File: src/rtl/shalu_pkg.sv
`timescale 1ns/1ps
package shalu_pkg;

  typedef enum logic [3:0] {
    OP_PASSB  = 4'd0,
    OP_NOTB   = 4'd1,
    OP_ADD    = 4'd2,
    OP_ADDC   = 4'd3,
    OP_ADD8   = 4'd4,
    OP_ADD16  = 4'd5,
    OP_SUB    = 4'd6,
    OP_RSUB   = 4'd7,
    OP_AND    = 4'd8,
    OP_ANDNA  = 4'd9,
    OP_ANDNB  = 4'd10,
    OP_OR     = 4'd11,
    OP_XOR    = 4'd12,
    OP_ADDIFS = 4'd13
  } alu_op_e;

  typedef enum logic [2:0] {
    SH_NONE = 3'd0,
    SH_LSL  = 3'd1,
    SH_LSR  = 3'd2,
    SH_ROL  = 3'd3,
    SH_ROR  = 3'd4,
    SH_ILSL = 3'd5,
    SH_ILSR = 3'd6,
    SH_NOP7 = 3'd7
  } shf_mode_e;

  // Operations whose carry-out is meaningful; all others report 0.
  function automatic logic op_has_carry(input alu_op_e op);
    return (op == OP_ADD)  || (op == OP_ADDC) || (op == OP_ADD8) ||
           (op == OP_ADD16) || (op == OP_SUB) || (op == OP_RSUB);
  endfunction

endpackage

File: src/rtl/shalu_rotshift.sv
`timescale 1ns/1ps
// B-operand shifter: one left rotator plus a mask covers all shift kinds.
module shalu_rotshift
  import shalu_pkg::*;
#(
  parameter int W  = 32,
  localparam int SW = $clog2(W)
) (
  input  logic [W-1:0]  din,
  input  shf_mode_e     mode,
  input  logic [SW-1:0] fixed_amt,
  input  logic [SW-1:0] ind_field,
  output logic [W-1:0]  dout
);

  logic [SW-1:0] amt;
  logic [SW-1:0] rl_amt;
  logic [W-1:0]  keep_mask;
  logic          is_right;

  function automatic logic [SW-1:0] negate_amt(input logic [SW-1:0] n);
    return ~n + 1'b1;
  endfunction

  always_comb begin
    amt       = '0;
    is_right  = 1'b0;
    keep_mask = {W{1'b1}};
    unique case (mode)
      SH_LSL:  begin amt = fixed_amt;              keep_mask = {W{1'b1}} << amt; end
      SH_LSR:  begin amt = fixed_amt; is_right = 1'b1; keep_mask = {W{1'b1}} >> amt; end
      SH_ROL:  begin amt = fixed_amt; end
      SH_ROR:  begin amt = fixed_amt; is_right = 1'b1; end
      SH_ILSL: begin amt = negate_amt(ind_field);  keep_mask = {W{1'b1}} << amt; end
      SH_ILSR: begin amt = ind_field; is_right = 1'b1; keep_mask = {W{1'b1}} >> amt; end
      default: begin amt = '0; end
    endcase
    rl_amt = is_right ? negate_amt(amt) : amt;
  end

  logic [W-1:0] stg [SW+1];
  assign stg[0] = din;

  for (genvar k = 0; k < SW; k++) begin : g_stage
    localparam int STEP = 1 << k;
    assign stg[k+1] = rl_amt[k] ? ((stg[k] << STEP) | (stg[k] >> (W - STEP))) : stg[k];
  end

  assign dout = stg[SW] & keep_mask;

endmodule

File: src/rtl/shalu_arith.sv
`timescale 1ns/1ps
// Combinational ALU operation on A and the shifted B.
module shalu_arith
  import shalu_pkg::*;
#(
  parameter int W = 32
) (
  input  logic [W-1:0] a,
  input  logic [W-1:0] b,
  input  alu_op_e      op,
  input  logic         carry_in,
  input  logic         sign_old,
  output logic [W-1:0] res,
  output logic         cout
);

  localparam int HALF = (W >= 16) ? 16 : W;
  localparam int BYTE = (W >= 8) ? 8 : W;

  function automatic logic [W:0] add3(input logic [W-1:0] x, input logic [W-1:0] y,
                                      input logic ci);
    return {1'b0, x} + {1'b0, y} + {{W{1'b0}}, ci};
  endfunction

  function automatic logic [W-1:0] low_bits(input logic [W-1:0] x, input int n);
    return x & ~({W{1'b1}} << n);
  endfunction

  logic [W:0] sum;

  always_comb begin
    sum = '0;
    res = b;
    unique case (op)
      OP_PASSB:  res = b;
      OP_NOTB:   res = ~b;
      OP_ADD:    begin sum = add3(a, b, 1'b0);                res = sum[W-1:0]; end
      OP_ADDC:   begin sum = add3(a, b, carry_in);            res = sum[W-1:0]; end
      OP_ADD8:   begin sum = add3(a, low_bits(b, BYTE), 1'b0); res = sum[W-1:0]; end
      OP_ADD16:  begin sum = add3(a, low_bits(b, HALF), 1'b0); res = sum[W-1:0]; end
      OP_SUB:    begin sum = add3(a, ~b, 1'b1);               res = sum[W-1:0]; end
      OP_RSUB:   begin sum = add3(b, ~a, 1'b1);               res = sum[W-1:0]; end
      OP_AND:    res = a & b;
      OP_ANDNA:  res = ~a & b;
      OP_ANDNB:  res = a & ~b;
      OP_OR:     res = a | b;
      OP_XOR:    res = a ^ b;
      OP_ADDIFS: begin
        sum = add3(a, b, 1'b0);
        res = sign_old ? sum[W-1:0] : b;
      end
      default:   res = b;
    endcase
    cout = op_has_carry(op) ? sum[W] : 1'b0;
  end

endmodule

File: src/rtl/shalu_funnel.sv
`timescale 1ns/1ps
// Double-word right shift keeping the low word.
module shalu_funnel #(
  parameter int W  = 32,
  localparam int SW = $clog2(W)
) (
  input  logic [W-1:0]  hi,
  input  logic [W-1:0]  lo,
  input  logic [SW-1:0] amt,
  output logic [W-1:0]  dout
);

  function automatic logic [W-1:0] funnel_low(input logic [W-1:0] h, input logic [W-1:0] l,
                                              input logic [SW-1:0] n);
    logic [2*W-1:0] cat;
    cat = {h, l} >> n;
    return cat[W-1:0];
  endfunction

  assign dout = funnel_low(hi, lo, amt);

endmodule

File: src/rtl/shalu_ccstate.sv
`timescale 1ns/1ps
// Condition codes plus the history that later instructions consume.
module shalu_ccstate #(
  parameter int W  = 32,
  localparam int SW = $clog2(W)
) (
  input  logic          clk,
  input  logic          rst,
  input  logic          issue,
  input  logic          new_sign,
  input  logic          new_zero,
  input  logic          new_cout,
  input  logic [SW-1:0] a_low,
  output logic          cc_sign,
  output logic          cc_zero,
  output logic          cc_cout,
  output logic          sign_two_back,
  output logic [SW-1:0] prev_a_field
);

  logic [1:0] sign_hist;

  always_ff @(posedge clk) begin
    if (rst) begin
      sign_hist    <= '0;
      cc_zero      <= 1'b0;
      cc_cout      <= 1'b0;
      prev_a_field <= '0;
    end else if (issue) begin
      sign_hist    <= {sign_hist[0], new_sign};
      cc_zero      <= new_zero;
      cc_cout      <= new_cout;
      prev_a_field <= a_low;
    end
  end

  assign cc_sign       = sign_hist[0];
  assign sign_two_back = sign_hist[1];

endmodule

File: src/rtl/shift_alu_unit.sv
`timescale 1ns/1ps
module shift_alu_unit
  import shalu_pkg::*;
#(
  parameter int DATA_W = 32,
  localparam int SW = $clog2(DATA_W)
) (
  input  logic              clk,
  input  logic              rst,
  input  logic              issue_valid,
  input  logic              funnel_en,
  input  logic [3:0]        alu_sel,
  input  logic [2:0]        shf_mode,
  input  logic [SW-1:0]     shf_amt,
  input  logic [DATA_W-1:0] a_opnd,
  input  logic [DATA_W-1:0] b_opnd,
  output logic [DATA_W-1:0] result,
  output logic              result_valid,
  output logic              cc_sign,
  output logic              cc_zero,
  output logic              cc_cout
);

  alu_op_e   op_e;
  shf_mode_e mode_e;
  assign op_e   = alu_op_e'(alu_sel);
  assign mode_e = shf_mode_e'(shf_mode);

  // Named internal events, visible to the bound checker.
  logic [DATA_W-1:0] b_shf;
  logic [DATA_W-1:0] alu_res;
  logic              alu_cout;
  logic [DATA_W-1:0] fun_res;
  logic [SW-1:0]     fun_amt;
  logic [SW-1:0]     ind_field;
  logic              sign_two_back;
  logic [DATA_W-1:0] next_res;
  logic              next_cout;

  shalu_rotshift #(.W(DATA_W)) u_shift (
    .din       (b_opnd),
    .mode      (mode_e),
    .fixed_amt (shf_amt),
    .ind_field (ind_field),
    .dout      (b_shf)
  );

  shalu_arith #(.W(DATA_W)) u_arith (
    .a        (a_opnd),
    .b        (b_shf),
    .op       (op_e),
    .carry_in (cc_cout),
    .sign_old (sign_two_back),
    .res      (alu_res),
    .cout     (alu_cout)
  );

  assign fun_amt = (mode_e == SH_ILSR) ? ind_field : shf_amt;

  shalu_funnel #(.W(DATA_W)) u_funnel (
    .hi   (a_opnd),
    .lo   (b_opnd),
    .amt  (fun_amt),
    .dout (fun_res)
  );

  assign next_res  = funnel_en ? fun_res : alu_res;
  assign next_cout = funnel_en ? 1'b0 : alu_cout;

  shalu_ccstate #(.W(DATA_W)) u_cc (
    .clk           (clk),
    .rst           (rst),
    .issue         (issue_valid),
    .new_sign      (next_res[DATA_W-1]),
    .new_zero      (next_res == '0),
    .new_cout      (next_cout),
    .a_low         (a_opnd[SW-1:0]),
    .cc_sign       (cc_sign),
    .cc_zero       (cc_zero),
    .cc_cout       (cc_cout),
    .sign_two_back (sign_two_back),
    .prev_a_field  (ind_field)
  );

  always_ff @(posedge clk) begin
    if (rst) begin
      result       <= '0;
      result_valid <= 1'b0;
    end else begin
      result_valid <= issue_valid;
      if (issue_valid) result <= next_res;
    end
  end

endmodule

File: config.mk
export PLATFORM = sky130hd
export DESIGN_NAME = shift_alu_unit
export DESIGN_NICKNAME = d
export VERILOG_FILES = /design/src/rtl/shalu_pkg.sv /design/src/rtl/shalu_rotshift.sv /design/src/rtl/shalu_arith.sv /design/src/rtl/shalu_funnel.sv /design/src/rtl/shalu_ccstate.sv /design/src/rtl/shift_alu_unit.sv
export SDC_FILE = /design/constraint.sdc
export NUM_CORES = 1
export LEC_CHECK = 0
export BUFFER_PORTS_ARGS = -buffer_cell sky130_fd_sc_hd__buf_2
export CELL_PAD_IN_SITES_DETAIL_PLACEMENT = 1
export CELL_PAD_IN_SITES_GLOBAL_PLACEMENT = 1
export CORE_MARGIN = 8
export CORE_UTILIZATION = 46
export CTS_CLUSTER_SIZE = 40
export DETAILED_ROUTE_END_ITERATION = 7
export PLACE_DENSITY_LB_ADDON = 0.3
export SYNTH_ARGS = -nofsm -noshare
export SYNTH_HDL_FRONTEND = slang
export SYNTH_SLANG_ARGS = --single-unit
File: constraint.sdc
create_clock -name clk -period 11.8 [get_ports clk]
set_clock_uncertainty 0.15 [all_clocks]
set_input_delay 1.77 -clock clk [delete_from_list [all_inputs] [get_ports clk]]
set_output_delay 1.77 -clock clk [all_outputs]
set_load 0.02 [all_outputs]
==> key figures <==
CTS
  – Reg clk slew, reported paths: 0.06 ns
  – Clk_lat worst skew: 0.30 ns
  – Post_cts resized: 0
  – CTS max path bufs: 2
  – Hold buffers post-CTS: 0
  – Clock sink count: 41
  – Setup Buffers After CTS: 0
  – Root buf cell: clkbuf_16
  – CTS tree: built
  – H-tree levels: 2
  – CTS Buf Count: 5

STA
  – Unrepaired setup endpoints after global routing: no
  – Fmax: 88.4 MHz
  – Final Critical Period: 11.31 ns
  – Final Max Slew Viols: 0
  – Final setup viols: 0
  – Final worst-path cycle share: 95.9%
  – Setup TNS: 0 ns
  – Worst-Margin Slew: 1.35 ns
  – Relative slew margins: 8.84%
  – Final worst slack: 0.487 ns
  – Final hold violations: 0

Setup path
  – WP data required: 11.88 ns
  – Critical Path AT: 11.39 ns
  – Reg2reg setup slack: 1.35 ns
  – Critical path class: in -> reg
  – CP Launch Type: input pin
  – CP endpoint kind: flop
  – Crit path max fanout: 32

Global route
  – First-pass GRT wire length: 166,000 um
  – Initial antenna violation count: 4
  – GR Util All Layers: 44.7%
  – Grt ovf: 0
  – Number of global-route vias before repair: 25,200
  – Largest net degree at the start of global routing: 65

Drt
  – DR DRC count: 0
  – Via Count: 25,600
  – Drt total wl: 113,000 um
  – Wire per inst: 33.8 um
  – Routed wl met3: 13,500 um
  – Routed Antenna Nets: 0
  – DRT Pass-1 Iters: 6
  – DR top layer: met5
  – Initial detailed-routing violation count: 3,837
  – Metal1 wirelength: 41,500 um
  – Vias per cell: 7.64
  – Met2 WL: 47,600 um

Die
  – Ports: 116
  – Core area: 40,900 um2
  – Die Ht: 220 um
  – Die W: 220 um
  – Die ar.: 48,300 um2
  – Starting Density: 46.7%
  – Cell Rows: 74

Placed design
  – GP Congestion: 1.07
  – Number of port buffers: 115
  – Placed cell count: 3,341
  – Dpl ws: 0.686 ns
  – Placed cell area: 20,200 um2
  – HPWL after DPL: 88,700 um

Power and ir drop
  – Lkg Pwr: 8.43 nW
  – Design Power: 3.41 mW
  – Power per cell area: 168 nW/um2
  – IR drop worst, VDD: 0.0891 mV

Yosys
  – Syn nets: 3,062
  – Distinct cells, synth: 104
  – Mapped Area: 19,100 um2
  – Yosys warns: 0
  – Yosys reg bits: 41
  – Ys flop type: dfxtp_1
  – Mapped Cells: 2,834
  – Post-synth EDFFs: 0
  – Seq/Total Area, Yosys: 4.30%
  – Average cell area after synthesis: 6.74 um2
  – Async SR Flop Fraction: 0%

Cells and area
  – Commonest non-fill, non-tap cell in the layout: nor2_1
  – Final non-filler cell total: 3,351
  – Most frequent cells in the layout: 270 x nor2_1, 262 x nand2_1, 258 x mux2i_1
  – Design Area, Final: 20,300 um2
  – Number of nets in the layout: 3,044
  – Share of layout cells above drive strength 1: 10.3%
  – Filler cell count: 5,427
  – Area Growth Syn to Fin: 6.40%

Run
  – Max cap viols: 0

Run status
  – Status: finished clean

Hold path
  – Hold Path Class: reg -> reg
area by class of cell:
| class | instances | area (um2) | share of cell area [%] |
|---|---|---|---|
| Antenna cell | 3 | 7.51 | 0.0369 |
| Multi-Input combinational cell | 2445 | 17000 | 83.7 |
| Tap cell | 532 | 666 | 3.28 |
| Timing Repair Buffer | 195 | 1190 | 5.85 |
| Sequential cell | 41 | 821 | 4.04 |
| Clock buffer | 7 | 143 | 0.702 |
| Inverter | 128 | 480 | 2.36 |
power breakdown:
group          switching (mW)  leakage [nW]  internal, mW
clock network          0.0548        0.0700        0.0831
logic                    2.14          8.02         0.964
registers              0.0132         0.339         0.155
sequential cells by signal, indices dropped and copies added (netlist names):
| register | flops |
|---|---|
| u_cc.sign_hist | 2 |
| result_valid | 1 |
| u_cc.cc_cout | 1 |
| u_cc.cc_zero | 1 |
| u_cc.prev_a_field | 5 |
| result | 31 |
path summary, 6_finish.rpt:
path	start	to	cells after the start
hold / removal	result[22]	result[22]	2
hold reg to reg	result[22]	result[22]	2
setup reg to reg	u_cc.prev_a_field[0]	u_cc.cc_zero	27
setup / recovery	shf_mode[2]	u_cc.cc_zero	27
critical path, cell delays in order:
cell and delay (ns):
buf_2 0.25, and3b_1 0.39, a22o_2 0.34, a211oi_1 0.36, ha_1 0.30, inv_1 0.07, or2_1 0.74, a21boi_0 0.29
o32ai_1 0.51, mux2i_1 0.24, mux2i_1 0.36, o22a_1 0.42, ha_1 0.57, inv_1 0.23, a21oi_1 0.17, o311ai_0 1.12
a211oi_1 0.22, a2111oi_0 1.14, o31ai_1 0.28, a21oi_1 0.28, or3_1 0.14, a21oi_1 0.08, o41ai_1 0.48, o31ai_1 0.18
nor4_1 0.25, nand4_1 0.13, o21ai_1 0.10
routing by layer:
| metal | up-vias | track usage (%) |
|---|---|---|
| met2 | 2014 | 67.9 |
| met1 | 12300 | 53.8 |
| li1 | 10600 | - |
| met5 | - | 0 |
| met3 | 619 | 11.4 |
| met4 | 4 | 33.4 |
cell usage after synthesis, types with 13 or more instances:
| master | count | area share (%) |
|---|---|---|
| dfxtp_1 | 41 | 4.3 |
| nand2_1 | 262 | 5.1 |
| a31oi_1 | 37 | 1.2 |
| nor2b_1 | 22 | 0.72 |
| o32ai_1 | 42 | 1.9 |
| o21ai_0 | 167 | 4.4 |
| o211ai_1 | 28 | 1.1 |
| nor4_1 | 25 | 0.82 |
| a2111oi_0 | 16 | 0.73 |
| o31ai_1 | 29 | 1.1 |
| o2111ai_1 | 13 | 0.60 |
| buf_2 | 33 | 0.86 |
| clkbuf_1 | 158 | 3.1 |
| a221oi_1 | 37 | 1.7 |
| xnor2_1 | 92 | 4.2 |
| nor3_1 | 79 | 2.1 |
| mux2_2 | 25 | 1.5 |
| mux2i_1 | 262 | 14 |
| a21oi_1 | 247 | 6.5 |
| a22oi_1 | 23 | 0.90 |
| o22ai_1 | 51 | 1.7 |
| buf_1 | 17 | 0.33 |
| inv_1 | 121 | 2.4 |
| nand2b_1 | 21 | 0.69 |
| a211oi_1 | 68 | 2.7 |
| nor2_1 | 270 | 5.3 |
| a21boi_0 | 35 | 1.4 |
| o21bai_1 | 16 | 0.63 |
| o221ai_1 | 26 | 1.2 |
| ha_1 | 145 | 9.5 |
| o21a_1 | 13 | 0.51 |
| and3_1 | 30 | 0.98 |
| nand3_1 | 65 | 1.7 |
| a21o_1 | 14 | 0.55 |
| or3_1 | 20 | 0.66 |
| nand4_1 | 28 | 0.92 |
kinds of logic (layout without fill, tap and decap cells):
kind of cell | after synthesis | count (layout) | synth area share [%]
flops | 41 | 41 | 4.30
compound gates | 1001 | 1001 | 35.6
xor+xnor | 106 | 106 | 5.00
fa+ha+maj | 148 | 148 | 9.81
mux | 294 | 294 | 15.9
other cells | 0 | 3 | 0
simple gates | 896 | 896 | 22.1
buf+inv | 348 | 330 | 7.34
metrics by stage:
step | utilization, % | hold WS [ns]
floorplan | - | 0.383
global placement | 49.3 | 0.303
detailed placement | 49.3 | 0.332
CTS | 49.6 | 0.340
global route | 49.6 | 0.366
finish | 49.7 | 0.333
(Power assumes the default switching activity.)
